==> config.mk <==
export PLATFORM = sky130hd
export DESIGN_NAME = cond_alu8
export DESIGN_NICKNAME = d
export VERILOG_FILES = /design/src/rtl/cond_alu_pkg.sv /design/src/rtl/alu_conditioner.sv /design/src/rtl/alu_core.sv /design/src/rtl/alu_flag_reg.sv /design/src/rtl/cond_alu8.sv
export SDC_FILE = /design/constraint.sdc
export NUM_CORES = 1
export LEC_CHECK = 0
export CORE_MARGIN = 2
export CORE_UTILIZATION = 35
export DETAILED_ROUTE_END_ITERATION = 6
export DONT_BUFFER_PORTS = 1
export SLEW_MARGIN = 15
export SYNTH_ARGS = -nofsm -noshare
export SYNTH_HDL_FRONTEND = slang
export SYNTH_SLANG_ARGS = --single-unit
==> constraint.sdc <==
create_clock -name clk -period 5.8 [get_ports clk]
set_clock_uncertainty 0.2 [all_clocks]
set_input_delay 1.16 -clock clk [delete_from_list [all_inputs] [get_ports clk]]
set_output_delay 1.16 -clock clk [all_outputs]
set_load 0.02 [all_outputs]
==> src/rtl/cond_alu_pkg.sv <==
package cond_alu_pkg;
  typedef enum logic [1:0] {
    COND_PASS = 2'b00,
    COND_INV  = 2'b01,
    COND_ZERO = 2'b10,
    COND_ONE  = 2'b11
  } cond_e;

  typedef enum logic [1:0] {
    OP_AND = 2'b00,
    OP_OR  = 2'b01,
    OP_XOR = 2'b10,
    OP_ADD = 2'b11
  } op_e;

  localparam int FLG_N = 0;
  localparam int FLG_Z = 1;
  localparam int FLG_C = 2;
  localparam int FLG_V = 3;
  localparam int FLG_W = 4;
endpackage

==> src/rtl/alu_conditioner.sv <==
module alu_conditioner #(
  parameter int W = 8
) (
  input  logic [W-1:0] d_i,
  input  logic [1:0]   sel_i,
  output logic [W-1:0] q_o
);
  import cond_alu_pkg::*;

  always_comb begin
    case (cond_e'(sel_i))
      COND_PASS: q_o = d_i;
      COND_INV:  q_o = ~d_i;
      COND_ZERO: q_o = '0;
      default:   q_o = '1;
    endcase
  end
endmodule

==> src/rtl/alu_core.sv <==
module alu_core #(
  parameter int W = 8
) (
  input  logic [W-1:0] a_i,
  input  logic [W-1:0] b_i,
  input  logic         cin_i,
  input  logic [1:0]   op_i,
  output logic [W-1:0] res_o,
  output logic         cout_o,
  output logic         ovf_o
);
  import cond_alu_pkg::*;

  localparam int LW = W - 1;

  logic [LW:0]  low_sum;
  logic         c_low;
  logic         c_top;
  logic         top_bit;
  logic [W-1:0] add_res;

  // low W-1 bits through one adder; its top bit is the carry out of bit W-2
  always_comb begin
    low_sum = {1'b0, a_i[LW-1:0]} + {1'b0, b_i[LW-1:0]} + {{LW{1'b0}}, cin_i};
    c_low   = low_sum[LW];
    top_bit = a_i[W-1] ^ b_i[W-1] ^ c_low;
    c_top   = (a_i[W-1] & b_i[W-1]) | (c_low & (a_i[W-1] ^ b_i[W-1]));
    add_res = {top_bit, low_sum[LW-1:0]};
  end

  always_comb begin
    cout_o = 1'b0;
    ovf_o  = 1'b0;
    case (op_e'(op_i))
      OP_AND: res_o = a_i & b_i;
      OP_OR:  res_o = a_i | b_i;
      OP_XOR: res_o = a_i ^ b_i;
      default: begin
        res_o  = add_res;
        cout_o = c_top;
        ovf_o  = c_top ^ c_low;
      end
    endcase
  end
endmodule

==> src/rtl/alu_flag_reg.sv <==
module alu_flag_reg #(
  parameter int W = 8
) (
  input  logic                          clk,
  input  logic                          rst_n,
  input  logic [cond_alu_pkg::FLG_W-1:0] we_i,
  input  logic                          is_add_i,
  input  logic [W-1:0]                  res_i,
  input  logic                          cout_i,
  input  logic                          ovf_i,
  output logic [cond_alu_pkg::FLG_W-1:0] flags_o
);
  import cond_alu_pkg::*;

  logic [FLG_W-1:0] nxt;

  always_comb begin
    nxt = flags_o;
    if (we_i[FLG_N]) nxt[FLG_N] = res_i[W-1];
    if (we_i[FLG_Z]) nxt[FLG_Z] = (res_i == '0);
    if (is_add_i && we_i[FLG_C]) nxt[FLG_C] = cout_i;
    if (is_add_i && we_i[FLG_V]) nxt[FLG_V] = ovf_i;
  end

  always_ff @(posedge clk or negedge rst_n) begin
    if (!rst_n) flags_o <= '0;
    else        flags_o <= nxt;
  end
endmodule

==> src/rtl/cond_alu8.sv <==
module cond_alu8 #(
  parameter int W = 8
) (
  input  logic         clk,
  input  logic         rst_n,
  input  logic [W-1:0] a_i,
  input  logic [W-1:0] b_i,
  input  logic [1:0]   cond_a_i,
  input  logic [1:0]   cond_b_i,
  input  logic [1:0]   cond_c_i,
  input  logic [1:0]   op_i,
  input  logic [3:0]   flag_we_i,
  output logic [W-1:0] res_o,
  output logic         cout_o,
  output logic [3:0]   flags_o
);
  import cond_alu_pkg::*;

  localparam int NOPS = 2;

  logic [W-1:0] raw_op  [NOPS];
  logic [1:0]   raw_sel [NOPS];
  logic [W-1:0] cnd_op  [NOPS];
  logic         cin_c;
  logic         ovf;

  assign raw_op[0]  = a_i;
  assign raw_op[1]  = b_i;
  assign raw_sel[0] = cond_a_i;
  assign raw_sel[1] = cond_b_i;

  for (genvar g = 0; g < NOPS; g++) begin : g_opc
    alu_conditioner #(.W(W)) u_cnd (
      .d_i  (raw_op[g]),
      .sel_i(raw_sel[g]),
      .q_o  (cnd_op[g])
    );
  end

  alu_conditioner #(.W(1)) u_cnd_c (
    .d_i  (flags_o[FLG_C]),
    .sel_i(cond_c_i),
    .q_o  (cin_c)
  );

  alu_core #(.W(W)) u_core (
    .a_i   (cnd_op[0]),
    .b_i   (cnd_op[1]),
    .cin_i (cin_c),
    .op_i  (op_i),
    .res_o (res_o),
    .cout_o(cout_o),
    .ovf_o (ovf)
  );

  alu_flag_reg #(.W(W)) u_flags (
    .clk     (clk),
    .rst_n   (rst_n),
    .we_i    (flag_we_i),
    .is_add_i(op_i == OP_ADD),
    .res_i   (res_o),
    .cout_i  (cout_o),
    .ovf_i   (ovf),
    .flags_o (flags_o)
  );
endmodule

==> summary by stage <==
Status
The flow ran to the end, and the final reports show no timing, DRC or antenna violations.

Floorplanning
The initialized floorplan defines 20 standard-cell rows. The core region is 3100 sq um. The number of top-level pins is 43.

The overall die area is 3810 sq um. The floorplan step set the die height to about 62 microns. The starting utilization of the core area is 0.375.

The horizontal extent of the die is roughly 62 microns.

Worst setup path
The count of buffer and inverter cells on the critical path is 1. The slowest stage of the critical path is the sky130_fd_sc_hd__mux4_2 cell. The startpoint-to-endpoint class of the critical path is input port to output port.

The kind of cell with the highest combined delay on the critical path is compound AO/OA/AOI/OAI gates. The critical path launch point type is an input port. The maximum fanout along the worst path is 8.

The data arrival time of the critical path is 3.99 ns. Traced cell by cell, the critical path runs through nand2b_1 -> xnor2_1 -> fa_1 -> a21o_1 -> a21oi_1 -> o21bai_1 -> a21o_1 -> a21oi_1 -> fa_1 -> mux4_2 -> inv_1. The worst register-to-register path has a setup slack of 1.83 ns.

Data on the critical path is required at its endpoint by between 4 and 5 ns. The delay of the slowest cell on the worst path is 0.49 ns. The worst setup path is captured at an output port.

STA
Measured against its own limit, the worst slew margin works out to 0.438. Setup repair after global routing left no endpoint under its margin. In the final timing run, aggregate negative setup slack is 0 ns. The number of failing hold endpoints at the final stage came to 0. The final hold slack is 0.409 ns. The count of pins over their slew limit is 0. The share of the clock period used by the worst path after layout is 0.923. The final setup slack of the worst path is 0.446 ns. The actual slew at the worst max-slew pin is around 0.83 ns. The final period demand of the worst path is 5.35 ns.

The count of endpoints failing setup in the final report is 0. For this run, the top clock speed supported by timing is 187 MHz.

Synthesis
The share of synthesized registers carrying an async set or reset is 1.00. Counting flops and latches in the post-synthesis netlist gives 4. The count of yosys warnings during synthesis is 0. The netlist area before placement is 1160 sq um. The count of flip-flops with a built-in enable after synthesis is 0. The leading register cell type out of synthesis is sky130_fd_sc_hd__dfrtp_1. The number of distinct standard cells referenced by the synthesized netlist is 37. The synthesized area per cell is 7.61 sq um. The number of instances in the synthesized netlist is 153. The number of nets handed over by synthesis was between 200 and 250. Of the synthesized area, sequential elements account for 0.0859.

Detailed routing
The count of nets left with antenna violations once routing finished came out at 0. The met2 layer wire length in the routed design is about 1.4 mm. The first-pass detailed-route iteration total is 4.

The number of vias after detailed routing is 995. The DRC violations left is 0. The routed design uses 253 microns of met3 wire. The detail-routed via count per cell is 5.10. After detailed routing, the average wire length per cell comes to 14.4 microns.

For this block, wires on met1 add up to 1.17 mm. After the first detailed-routing iteration, the DRC count stood at between 40 and 50. The routed wire length is about 2.8 mm. The top routing layer in use is met4.

Final layout
The register with the most flip-flops in the layout has 4 of them. Excluding fillers, the count of instances in the completed layout stands at 195. The largest register by flop count is u_flags.flags_o. Compared with the post-synthesis result, the final layout area differs by 4.62%.

The combined flip-flop and latch cell area is 100 sq um. The largest registers in the layout are u_flags.flags_o: 4 flops. Counting the fill cells in the layout gives ~350. In the final layout, the multi-input gates occupy 943 sq um.

Leaving out fill and tap cells, the most frequent cell in the layout is sky130_fd_sc_hd__inv_1. The number of antenna diodes in the final layout is 0. The number of nets at the end of the flow is 202. Leaving out fill and tap cells, the most frequent cells in the layout are 24 x sky130_fd_sc_hd__inv_1, 18 x sky130_fd_sc_hd__nand2b_1, 16 x sky130_fd_sc_hd__xnor2_1, 16 x sky130_fd_sc_hd__ha_1. The fraction of final layout cells sized beyond drive strength 1 is 0.0464.

CTS
The number of buffers added by the clock tree synthesis step is 3. The setup fix buffers added after clock tree synthesis is 0. The post-CTS clock slew at the launch and capture registers of the worst setup and hold paths is about 0.040 ns.

The root buffer cell is sky130_fd_sc_hd__clkbuf_4. The quantity of hold-fixing buffers added after cts is 0. Once the clock tree was built, the resizer swapped 0 gates to a different size. The tree built by TritonCTS fans out to 4 sinks. The clock tree from TritonCTS is built.

The largest buffer count on any clock path is 2. CTS built an H-tree with a depth of 1. The later pin in the worst-skew pair is clocked with a latency of 0.24 ns.

Global routing
Summed over all layers, the global routing overflow is 0. The pin count of the biggest net entering global routing is 16. The global-route usage over all layers is 0.162. The number of global-route vias before repair is about 1,100. The number of antenna violations at the first check in global routing is 0.

The wire length of the first global-routing pass is 4.69 mm.

Power
Of the total power, the share spent switching nets is 0.498. The total power is 0.000237 W. The internal power is 0.000119 W.

The share of total power dissipated in combinational logic is 0.650. The maximum VDD drop is 0.0451 mV. In this run the static leakage power is 0.553 nW. The net switching power figure is 0.000118 W.

Of the total power, the clock network draws 0.153. Dividing total power by cell area gives a power density of 195 nW/um^2. The share of total power dissipated in sequential elements is 0.197.

Worst hold path
The kind of path behind the tightest hold check is input port to async pin.

Run
The number of max-cap violations is 0.

Place
The pre-CTS setup slack is ~0.46 ns. The congestion estimate from routability-driven global placement came to just under 0.8. After legalization and detailed placement, the total HPWL measured approximately 2.3 mm. The count of port buffers added during placement is 0. The number of placed instances, taps included, is 192.
-- logic make-up (layout without fill, tap and decap cells) --
| family | count (synthesis) | count (layout) | synth area share |
|---|---|---|---|
| and+or+nand+nor | 46 | 46 | 0.213 |
| AOI/OAI and AO/OA | 29 | 29 | 0.157 |
| xor gates and xnor gates | 20 | 20 | 0.150 |
| adders and majority gates | 19 | 19 | 0.223 |
| muxes | 4 | 4 | 0.0666 |
| DFF | 4 | 4 | 0.0859 |
| buffers and inverters | 31 | 29 | 0.104 |
-- routing by layer --
| metal | vias to the layer above | track usage |
|---|---|---|
| met5 | - | 0 |
| met4 | 0 | 0.0547 |
| met3 | 4 | 0.0248 |
| met2 | 43 | 0.298 |
| met1 | 449 | 0.192 |
| li1 | 499 | - |
-- through the flow --
step,cell area [sq um],utilization
global route,1220,0.393
floorplan,1160,-
global placement,1200,0.385
CTS,1220,0.393
detailed placement,1200,0.385
finish,1220,0.393
-- power groups by stage --
stage | clock network (W) | logic [W] | registers (W)
final | 0.0000362 | 0.000154 | 0.0000467
after global routing | 0.0000373 | 0.000175 | 0.0000479
after CTS | 0.0000365 | 0.000155 | 0.0000469
after detailed placement | 0 | 0.000153 | 0.0000473
after global placement | 0 | 0.000148 | 0.0000469
after floorplan | 0 | 0.000135 | 0.0000436
-- cell usage after synthesis (all sizes together) (2+ instances only) --
cell type | instances | area share
inv | 25 | 0.081
nand2b | 18 | 0.097
ha | 16 | 0.17
xnor2 | 16 | 0.12
nand2 | 10 | 0.032
o21ai | 10 | 0.043
nor2 | 7 | 0.023
a21oi | 5 | 0.021
dfrtp | 4 | 0.086
xor2 | 4 | 0.030
a21o | 3 | 0.019
clkbuf | 3 | 0.0097
fa | 3 | 0.052
mux4 | 3 | 0.058
nand3 | 3 | 0.013
a31oi | 2 | 0.011
buf | 2 | 0.011
nand4 | 2 | 0.011
-- worst paths after layout --
kind / startpoint / end / cells after the start
hold / removal: rst_n / u_flags.flags_o[0] / 0
min in group clk: u_flags.flags_o[1] / u_flags.flags_o[1] / 2
hold reg to reg: u_flags.flags_o[1] / u_flags.flags_o[1] / 2
setup reg to reg: u_flags.flags_o[2] / u_flags.flags_o[1] / 14
max in group asynchronous: rst_n / u_flags.flags_o[1] / 0
setup / recovery: cond_a_i[1] / res_o[7] / 11
-- layout make-up --
cell class	instances	area share
Clock buffer	3	0.0185
Inverter	26	0.0801
Multi-Input combinational cell	118	0.774
Tap cell	44	0.0452
Sequential cell	4	0.0821
No activity file was read; power rests on OpenSTA's default activity.
